===== config.mk =====
export PLATFORM = sky130hd
export DESIGN_NAME = hostreg_port
export DESIGN_NICKNAME = d
export VERILOG_FILES = /design/src/rtl/hrp_pkg.sv /design/src/rtl/hrp_sync.sv /design/src/rtl/hrp_regfile.sv /design/src/rtl/hrp_decode.sv /design/src/rtl/hostreg_port.sv
export SDC_FILE = /design/constraint.sdc
export NUM_CORES = 2
export LEC_CHECK = 0
export ABC_AREA = 1
export ABC_CLOCK_PERIOD_IN_PS = 1500
export BUFFER_PORTS_ARGS = -buffer_cell sky130_fd_sc_hd__buf_2
export CELL_PAD_IN_SITES_DETAIL_PLACEMENT = 1
export CELL_PAD_IN_SITES_GLOBAL_PLACEMENT = 1
export CORE_ASPECT_RATIO = 0.75
export CORE_MARGIN = 3
export CORE_UTILIZATION = 47
export CTS_CLUSTER_SIZE = 8
export DETAILED_ROUTE_END_ITERATION = 7
export HOLD_SLACK_MARGIN = 0.1
export PLACE_DENSITY_LB_ADDON = 0.1
export SYNTH_ARGS = -nofsm -noshare
export SYNTH_HDL_FRONTEND = slang
export SYNTH_SLANG_ARGS = --single-unit

===== constraint.sdc =====
create_clock -name clk -period 1.5 [get_ports clk]
set_clock_uncertainty 0.2 [all_clocks]
set_input_delay 0.3 -clock clk [delete_from_list [all_inputs] [get_ports clk]]
set_output_delay 0.3 -clock clk [all_outputs]
set_load 0.03 [all_outputs]

===== src/rtl/hrp_pkg.sv =====
package hrp_pkg;
  localparam int HOST_AW = 5;
  localparam int DATA_W  = 16;
  localparam int IDX_W   = 8;

  typedef enum logic [1:0] {
    AM_PINS    = 2'b00,
    AM_LATCHED = 2'b01,
    AM_POINTER = 2'b10,
    AM_SPARE   = 2'b11
  } amode_e;
endpackage


===== src/rtl/hrp_sync.sv =====
module hrp_sync #(
  parameter int          W       = 4,
  parameter logic [W-1:0] RST_VAL = '1
) (
  input  logic         clk,
  input  logic         rst_n,
  input  logic [W-1:0] async_in,
  output logic [W-1:0] sync_out
);
  logic [W-1:0] stage1_q;
  logic [W-1:0] stage2_q;

  for (genvar b = 0; b < W; b++) begin : g_bit
    always_ff @(posedge clk or negedge rst_n) begin
      if (!rst_n) begin
        stage1_q[b] <= RST_VAL[b];
        stage2_q[b] <= RST_VAL[b];
      end else begin
        stage1_q[b] <= async_in[b];
        stage2_q[b] <= stage1_q[b];
      end
    end
  end

  assign sync_out = stage2_q;
endmodule


===== src/rtl/hrp_regfile.sv =====
module hrp_regfile #(
  parameter int IW = 8,
  parameter int DW = 16
) (
  input  logic          clk,
  input  logic          we,
  input  logic [IW-1:0] widx,
  input  logic [DW-1:0] wdata,
  input  logic [IW-1:0] ridx,
  output logic [DW-1:0] rdata
);
  localparam int DEPTH = 1 << IW;

  logic [DW-1:0] mem [DEPTH];

  always_ff @(posedge clk) begin
    if (we) begin
      mem[widx] <= wdata;
    end
  end

  assign rdata = mem[ridx];
endmodule


===== src/rtl/hrp_decode.sv =====
module hrp_decode
  import hrp_pkg::*;
#(
  parameter int AW = 5,
  parameter int DW = 16,
  parameter int IW = 8
) (
  input  logic          clk,
  input  logic          rst_n,
  input  logic [1:0]    mode_sel,
  input  logic [AW-1:0] addr,
  input  logic [DW-1:0] din,
  input  logic          ale_l,
  input  logic          wr_l,
  input  logic          rd_l,
  input  logic          cs_l,
  input  logic [DW-1:0] rf_rdata,
  output logic          rf_we,
  output logic [IW-1:0] rf_widx,
  output logic [DW-1:0] rf_wdata,
  output logic [IW-1:0] rf_ridx,
  output logic [DW-1:0] rd_data
);
  // state registers
  amode_e        mode_q,   mode_n;
  logic          mode_ok_q, mode_ok_n;
  logic [IW-1:0] ptr_q,    ptr_n;
  logic [AW-1:0] mux_q,    mux_n;
  logic [DW-1:0] rdq_q,    rdq_n;
  logic          ale_p_q,  wr_p_q, rd_p_q;

  // decoded strobes
  logic          ale_fall, wr_fire, rd_fire;
  logic          is_ptr_mode, is_mux_mode, ptr_port;
  logic [IW-1:0] acc_idx;
  amode_e        mode_pick;

  always_comb begin
    ale_fall    = ale_p_q & ~ale_l;
    wr_fire     = wr_p_q & ~wr_l & ~cs_l & mode_ok_q;
    rd_fire     = rd_p_q & ~rd_l & ~cs_l & mode_ok_q;
    is_ptr_mode = (mode_q == AM_POINTER);
    is_mux_mode = (mode_q == AM_LATCHED);
    ptr_port    = is_ptr_mode & ~addr[0];
    if (is_ptr_mode) begin
      acc_idx = ptr_q;
    end else if (is_mux_mode) begin
      acc_idx = {{(IW-AW){1'b0}}, mux_q};
    end else begin
      acc_idx = {{(IW-AW){1'b0}}, addr};
    end
  end

  always_comb begin
    if (mode_sel == AM_SPARE) begin
      mode_pick = AM_PINS;
    end else begin
      mode_pick = amode_e'(mode_sel);
    end
  end

  // next-state logic
  always_comb begin
    mode_n    = mode_q;
    mode_ok_n = mode_ok_q;
    ptr_n     = ptr_q;
    mux_n     = mux_q;
    rdq_n     = rdq_q;
    if (!mode_ok_q) begin
      mode_n    = mode_pick;
      mode_ok_n = 1'b1;
    end
    if (ale_fall) begin
      mux_n = din[AW-1:0];
    end
    if (wr_fire && ptr_port) begin
      ptr_n = din[IW-1:0];
    end
    if (rd_fire) begin
      if (ptr_port) begin
        rdq_n = {{(DW-IW){1'b0}}, ptr_q};
      end else begin
        rdq_n = rf_rdata;
      end
    end
  end

  // register process
  always_ff @(posedge clk or negedge rst_n) begin
    if (!rst_n) begin
      mode_q    <= AM_PINS;
      mode_ok_q <= 1'b0;
      ptr_q     <= '0;
      mux_q     <= '0;
      rdq_q     <= '0;
      ale_p_q   <= 1'b0;
      wr_p_q    <= 1'b1;
      rd_p_q    <= 1'b1;
    end else begin
      mode_q    <= mode_n;
      mode_ok_q <= mode_ok_n;
      ptr_q     <= ptr_n;
      mux_q     <= mux_n;
      rdq_q     <= rdq_n;
      ale_p_q   <= ale_l;
      wr_p_q    <= wr_l;
      rd_p_q    <= rd_l;
    end
  end

  assign rf_we    = wr_fire & ~ptr_port;
  assign rf_widx  = acc_idx;
  assign rf_wdata = din;
  assign rf_ridx  = acc_idx;
  assign rd_data  = rdq_q;


  mode_lock_chk: assert property (@(posedge clk) disable iff (!rst_n)
    mode_ok_q |=> (mode_ok_q && $stable(mode_q)));


  low_window_chk: assert property (@(posedge clk) disable iff (!rst_n)
    (rf_we && !is_ptr_mode) |-> (rf_widx < IW'(1 << AW)));


  one_write_chk: assert property (@(posedge clk) disable iff (!rst_n)
    rf_we |=> !rf_we);


  latch_hold_chk: assert property (@(posedge clk) disable iff (!rst_n)
    !ale_fall |=> $stable(mux_q));


  ptr_hold_chk: assert property (@(posedge clk) disable iff (!rst_n)
    !(wr_fire && ptr_port) |=> $stable(ptr_q));


  no_select_chk: assert property (@(posedge clk) disable iff (!rst_n)
    cs_l |=> $stable(rdq_q));
endmodule


===== src/rtl/hostreg_port.sv =====
module hostreg_port
  import hrp_pkg::*;
#(
  parameter int AW = HOST_AW,
  parameter int DW = DATA_W,
  parameter int IW = IDX_W
) (
  input  logic          clk,
  input  logic          rst_n,
  input  logic [1:0]    mode_sel,
  input  logic          cs_n,
  input  logic          rd_n,
  input  logic          wr_n,
  input  logic          ale,
  input  logic [AW-1:0] addr,
  input  logic [DW-1:0] data_in,
  output logic [DW-1:0] data_out,
  output logic          data_oe
);
  localparam int NSYNC = 4;

  logic          rst_meta_q, rst_core_q;
  logic [NSYNC-1:0] pins_raw, pins_sync;
  logic          rf_we;
  logic [IW-1:0] rf_widx, rf_ridx;
  logic [DW-1:0] rf_wdata, rf_rdata, rd_data;

  // asynchronous assert, synchronous release
  always_ff @(posedge clk or negedge rst_n) begin
    if (!rst_n) begin
      rst_meta_q <= 1'b0;
      rst_core_q <= 1'b0;
    end else begin
      rst_meta_q <= 1'b1;
      rst_core_q <= rst_meta_q;
    end
  end

  assign pins_raw = {ale, cs_n, wr_n, rd_n};

  hrp_sync #(.W(NSYNC), .RST_VAL(4'b0111)) u_sync (
    .clk      (clk),
    .rst_n    (rst_core_q),
    .async_in (pins_raw),
    .sync_out (pins_sync)
  );

  hrp_decode #(.AW(AW), .DW(DW), .IW(IW)) u_dec (
    .clk      (clk),
    .rst_n    (rst_core_q),
    .mode_sel (mode_sel),
    .addr     (addr),
    .din      (data_in),
    .ale_l    (pins_sync[3]),
    .cs_l     (pins_sync[2]),
    .wr_l     (pins_sync[1]),
    .rd_l     (pins_sync[0]),
    .rf_rdata (rf_rdata),
    .rf_we    (rf_we),
    .rf_widx  (rf_widx),
    .rf_wdata (rf_wdata),
    .rf_ridx  (rf_ridx),
    .rd_data  (rd_data)
  );

  hrp_regfile #(.IW(IW), .DW(DW)) u_rf (
    .clk   (clk),
    .we    (rf_we),
    .widx  (rf_widx),
    .wdata (rf_wdata),
    .ridx  (rf_ridx),
    .rdata (rf_rdata)
  );

  assign data_oe  = ~cs_n & ~rd_n;
  assign data_out = data_oe ? rd_data : '0;


  bus_quiet_chk: assert property (@(posedge clk) disable iff (!rst_core_q)
    (cs_n || rd_n) |-> (!data_oe && data_out == '0));
endmodule


==> flow_summary.toml <==
[final_layout]
final_cells = 21300
drive_above_1_share_pct = 17.8
area_growth_pct = 26.0
final_core_util_pct = 59.6
fillCellCount = 35500
num-nets-final = 16600

[setup_path]
r2r_slack_ns = -2.26
critPathCapture = "u_dec.rd_data[13]"
arrival_ns = 4.52
cpMostUsedCell = "nand2_1"
path_max_fanout = 17
end_kind = "flip-flop"
cpMaxStageDelayCell = "dfrtp_1"
worstSetupPathType = "reg -> reg"
crit_path_cell_trace = "inv_2, nand2_8, inv_6, buf_4, nand2_1, nand2_2, inv_1, nor2_4, buf_4, buf_12, nand2_1, nand2_1, o21ai_1, buf_4, nand2_1, buf_4, nand2_2, buf_4, nand2_1, nor2_1, nand2_1, nand2_1"
worst-path-stages = 22
slowest_delay_ns = 0.43
critPathBufInv = 9
r2r.worst_path.cells = 22
setup.worst_path.start = "u_dec.mode_q[0]"
r2r_end = "u_dec.rd_data[13]"
cp.required_ns = 2.26
r2r_start = "u_dec.mode_q[0]"
start_kind = "flip-flop"
path_delay_family = "buffers and inverters"

[clock_tree]
clk_pin_slew_ns = 0.06
ctsRootBufferMaster = "clkbuf_16"
cts.sinks = 4141
cts.hold.buffers_added = 60
cts_buffers = 587
clk_latency_ns = 1.12
clockBufferDepth = 4
cts_tree = "done"
htreeDepth = 6

[logic_synthesis]
yosys_warnings = 0
ys_seq_area_share_pct = 74.0
async_flop_share_pct = 1.09
synth_area_sq_um = 168000
syn_area_per_cell_sq_um = 11.3
ys_top_cells_by_area = "edfxtp_1 (73%), nand2_1 (14%), nor2_1 (3.0%)"
synth-seq-cells = 4141
syn_inst = 14800
ys_types = 37
netlist.area_leader.share_pct = 73.3
synth_top_cell_by_area = "edfxtp_1"
ys_dominant_reg_cell = "edfxtp_1"
synth_edf_count = 4096

[die]
core_area_sq_um = 354000
start_util_pct = 47.3
die_x_um = 696
fp.dieH_um = 523
rows = 189
io-pin-count = 46
die-area_sq_um = 364000

[timing]
finalHoldViolations = 14
rsz0062_at_grt = "true"
drv_slew = 0
timing.fmax_mhz = 266
timing.final.crit_share_pct = 250
setup_viol_count_final = 5061
maxSlewHeadroom_pct = 11.5
layout_min_cycle_time_ns = 3.76
whs_ns = -0.334
worst_pin_slew_ns = 1.32
setup_ws_ns = -2.26

[route]
wire_per_inst_um = 31.7
first_pass_iters = 6
via_per_inst = 5.99
wirelength_mm = 676
drc = 0
antenna_left = 0
num_vias = 128000
detail_route.iter0.violations = 17600

[placed_design]
hpwlAfterDp_mm = 427
dpl.cell_count = 20400
port_buffers = 45
place_ws_ns = -2.90
gp_congestion = 0.965

[outcome]
failed_checks = "negative hold slack, negative setup slack"
status = "finished with violations"

[power]
power_per_cell_area_nw_per_um2 = 1400
ir_worst_vdd_mv = 1.51
power_leakage_nw = 82.0
finalPower_mw = 297

[global_routing]
antenna_found_initial = 47
grtUsageTotal_pct = 36.2
grt_pass1_wl_mm = 945
grt_pass1_vias = 131000
grt_max_degree = 105
grt_overflow = 0

[worst_hold_path]
hp-start = "addr[0]"
holdCritPathClass = "in -> reg"

[job]
drv_cap = 0
## state kept, by name, summed over array words and instances, names as in the netlist, 2 cells and up
| register | count |
|---|---|
| u_rf.mem | 4096 |
| u_dec.rd_data | 16 |
| u_dec.ptr_q | 8 |
| u_dec.mux_q | 5 |
| u_sync.stage1_q | 4 |
| u_sync.sync_out | 4 |
| u_dec.mode_q | 2 |
## layout by cell type (no fill, tap or decap), types with 128 or more instances in the layout
| cell type | netlist | routed |
|---|---|---|
| buf_12 | 0 | 520 |
| buf_4 | 14 | 1027 |
| buf_6 | 2 | 130 |
| clkbuf_16 | 0 | 619 |
| edfxtp_1 | 4096 | 4096 |
| inv_1 | 621 | 615 |
| nand2_1 | 6188 | 6069 |
| nand3_1 | 416 | 389 |
| nor2_1 | 1320 | 1100 |
| nor2_2 | 4 | 149 |
| o211ai_1 | 246 | 246 |
| o21ai_0 | 817 | 675 |
| o21ai_1 | 33 | 128 |
## worst reg2reg max path: cells and delay by family, from the launching register on
family	cells	cell delay [ns]
buffers and inverters	9	1.53
and+or+nand+nor	12	1.35
DFF	1	0.43
AOI/OAI and AO/OA	1	0.11
## stage by stage
step                area, sq um  TNS (ns)
finish                   211000  -8500.04
global route             211000  -8525.94
CTS                      209000  -7980.12
detailed placement       189000  -8276.99
global placement         189000  -8097.54
floorplan                168000  -7164.99
## layer usage
metal  global-route usage (%)  vias to the layer above  share of wire (%)
li1                         -                    53200                  -
met1                     50.5                    65600                 39
met2                     54.8                     7495                 44
met3                     7.63                     1473                 11
met4                     16.2                       16                5.0
met5                        0                        -              0.014
## synth_stat cells (4+ instances only)
library cell / n
o21bai_1: 4
edfxtp_1: 4096
or2_2: 23
nor2_2: 4
dfrtp_1: 37
o211ai_1: 246
buf_1: 47
clkbuf_1: 325
buf_4: 14
nand4_1: 65
nand2_1: 6188
nor2_1: 1320
o22ai_1: 19
o21ai_0: 817
inv_2: 7
inv_1: 621
buf_2: 374
nand3_1: 416
dfstp_2: 8
o21ai_1: 33
a21oi_1: 105
clkinv_1: 7
## final cells by class
type                       instances  area, sq um  share of cell area (%)
sequential                      4141       124000                    58.7
multi-input combinational       9266        39800                    18.8
timing repair buffer            1893        23300                    11.0
clock buffer                     641        15100                    7.14
tap                             4679         5850                    2.77
inverter                         635         2430                    1.15
clock inverter                    43          649                   0.307
antenna                           20         50.0                  0.0237
## report_power, final
part	switching [mW]	total (mW)	internal (mW)	leakage [nW]
Sequential	0.357	128	128	37.3
Combinational	32.9	49.1	16.1	36.9
Clock	49.4	120	70.5	7.71
Total	82.7	297	214	82.0
## worst min path at each step
stage,to,slack (ns),cells past startpoint
final,u_dec.rd_data[1],-0.33,7
after detailed placement,rst_meta_q,-0.11,1
after floorplan,rst_core_q,-0.20,0
after global routing,u_dec.rd_data[1],-0.31,7
after global placement,rst_meta_q,-0.11,1
after CTS,u_dec.rd_data[1],-0.42,7
## cell families after synthesis
| family | synth area share (%) |
|---|---|
| flip-flops | 74.0 |
| AO/OA/AOI/OAI | 4.07 |
| buffers and inverters | 3.45 |
| multiplexers | 0.00671 |
| other | 0.00224 |
| AND/OR/NAND/NOR | 18.5 |
## what timing repair did
item                                    in CTS  in global routing
gates resized for setup                    455                464
endpoints found under the hold margin     4130                 15
pin swaps                                   64                123
endpoints found under the setup margin    4136               5071
setup buffers                               53                 84
cloned                                      25                 23
(Power assumes the default switching activity.)
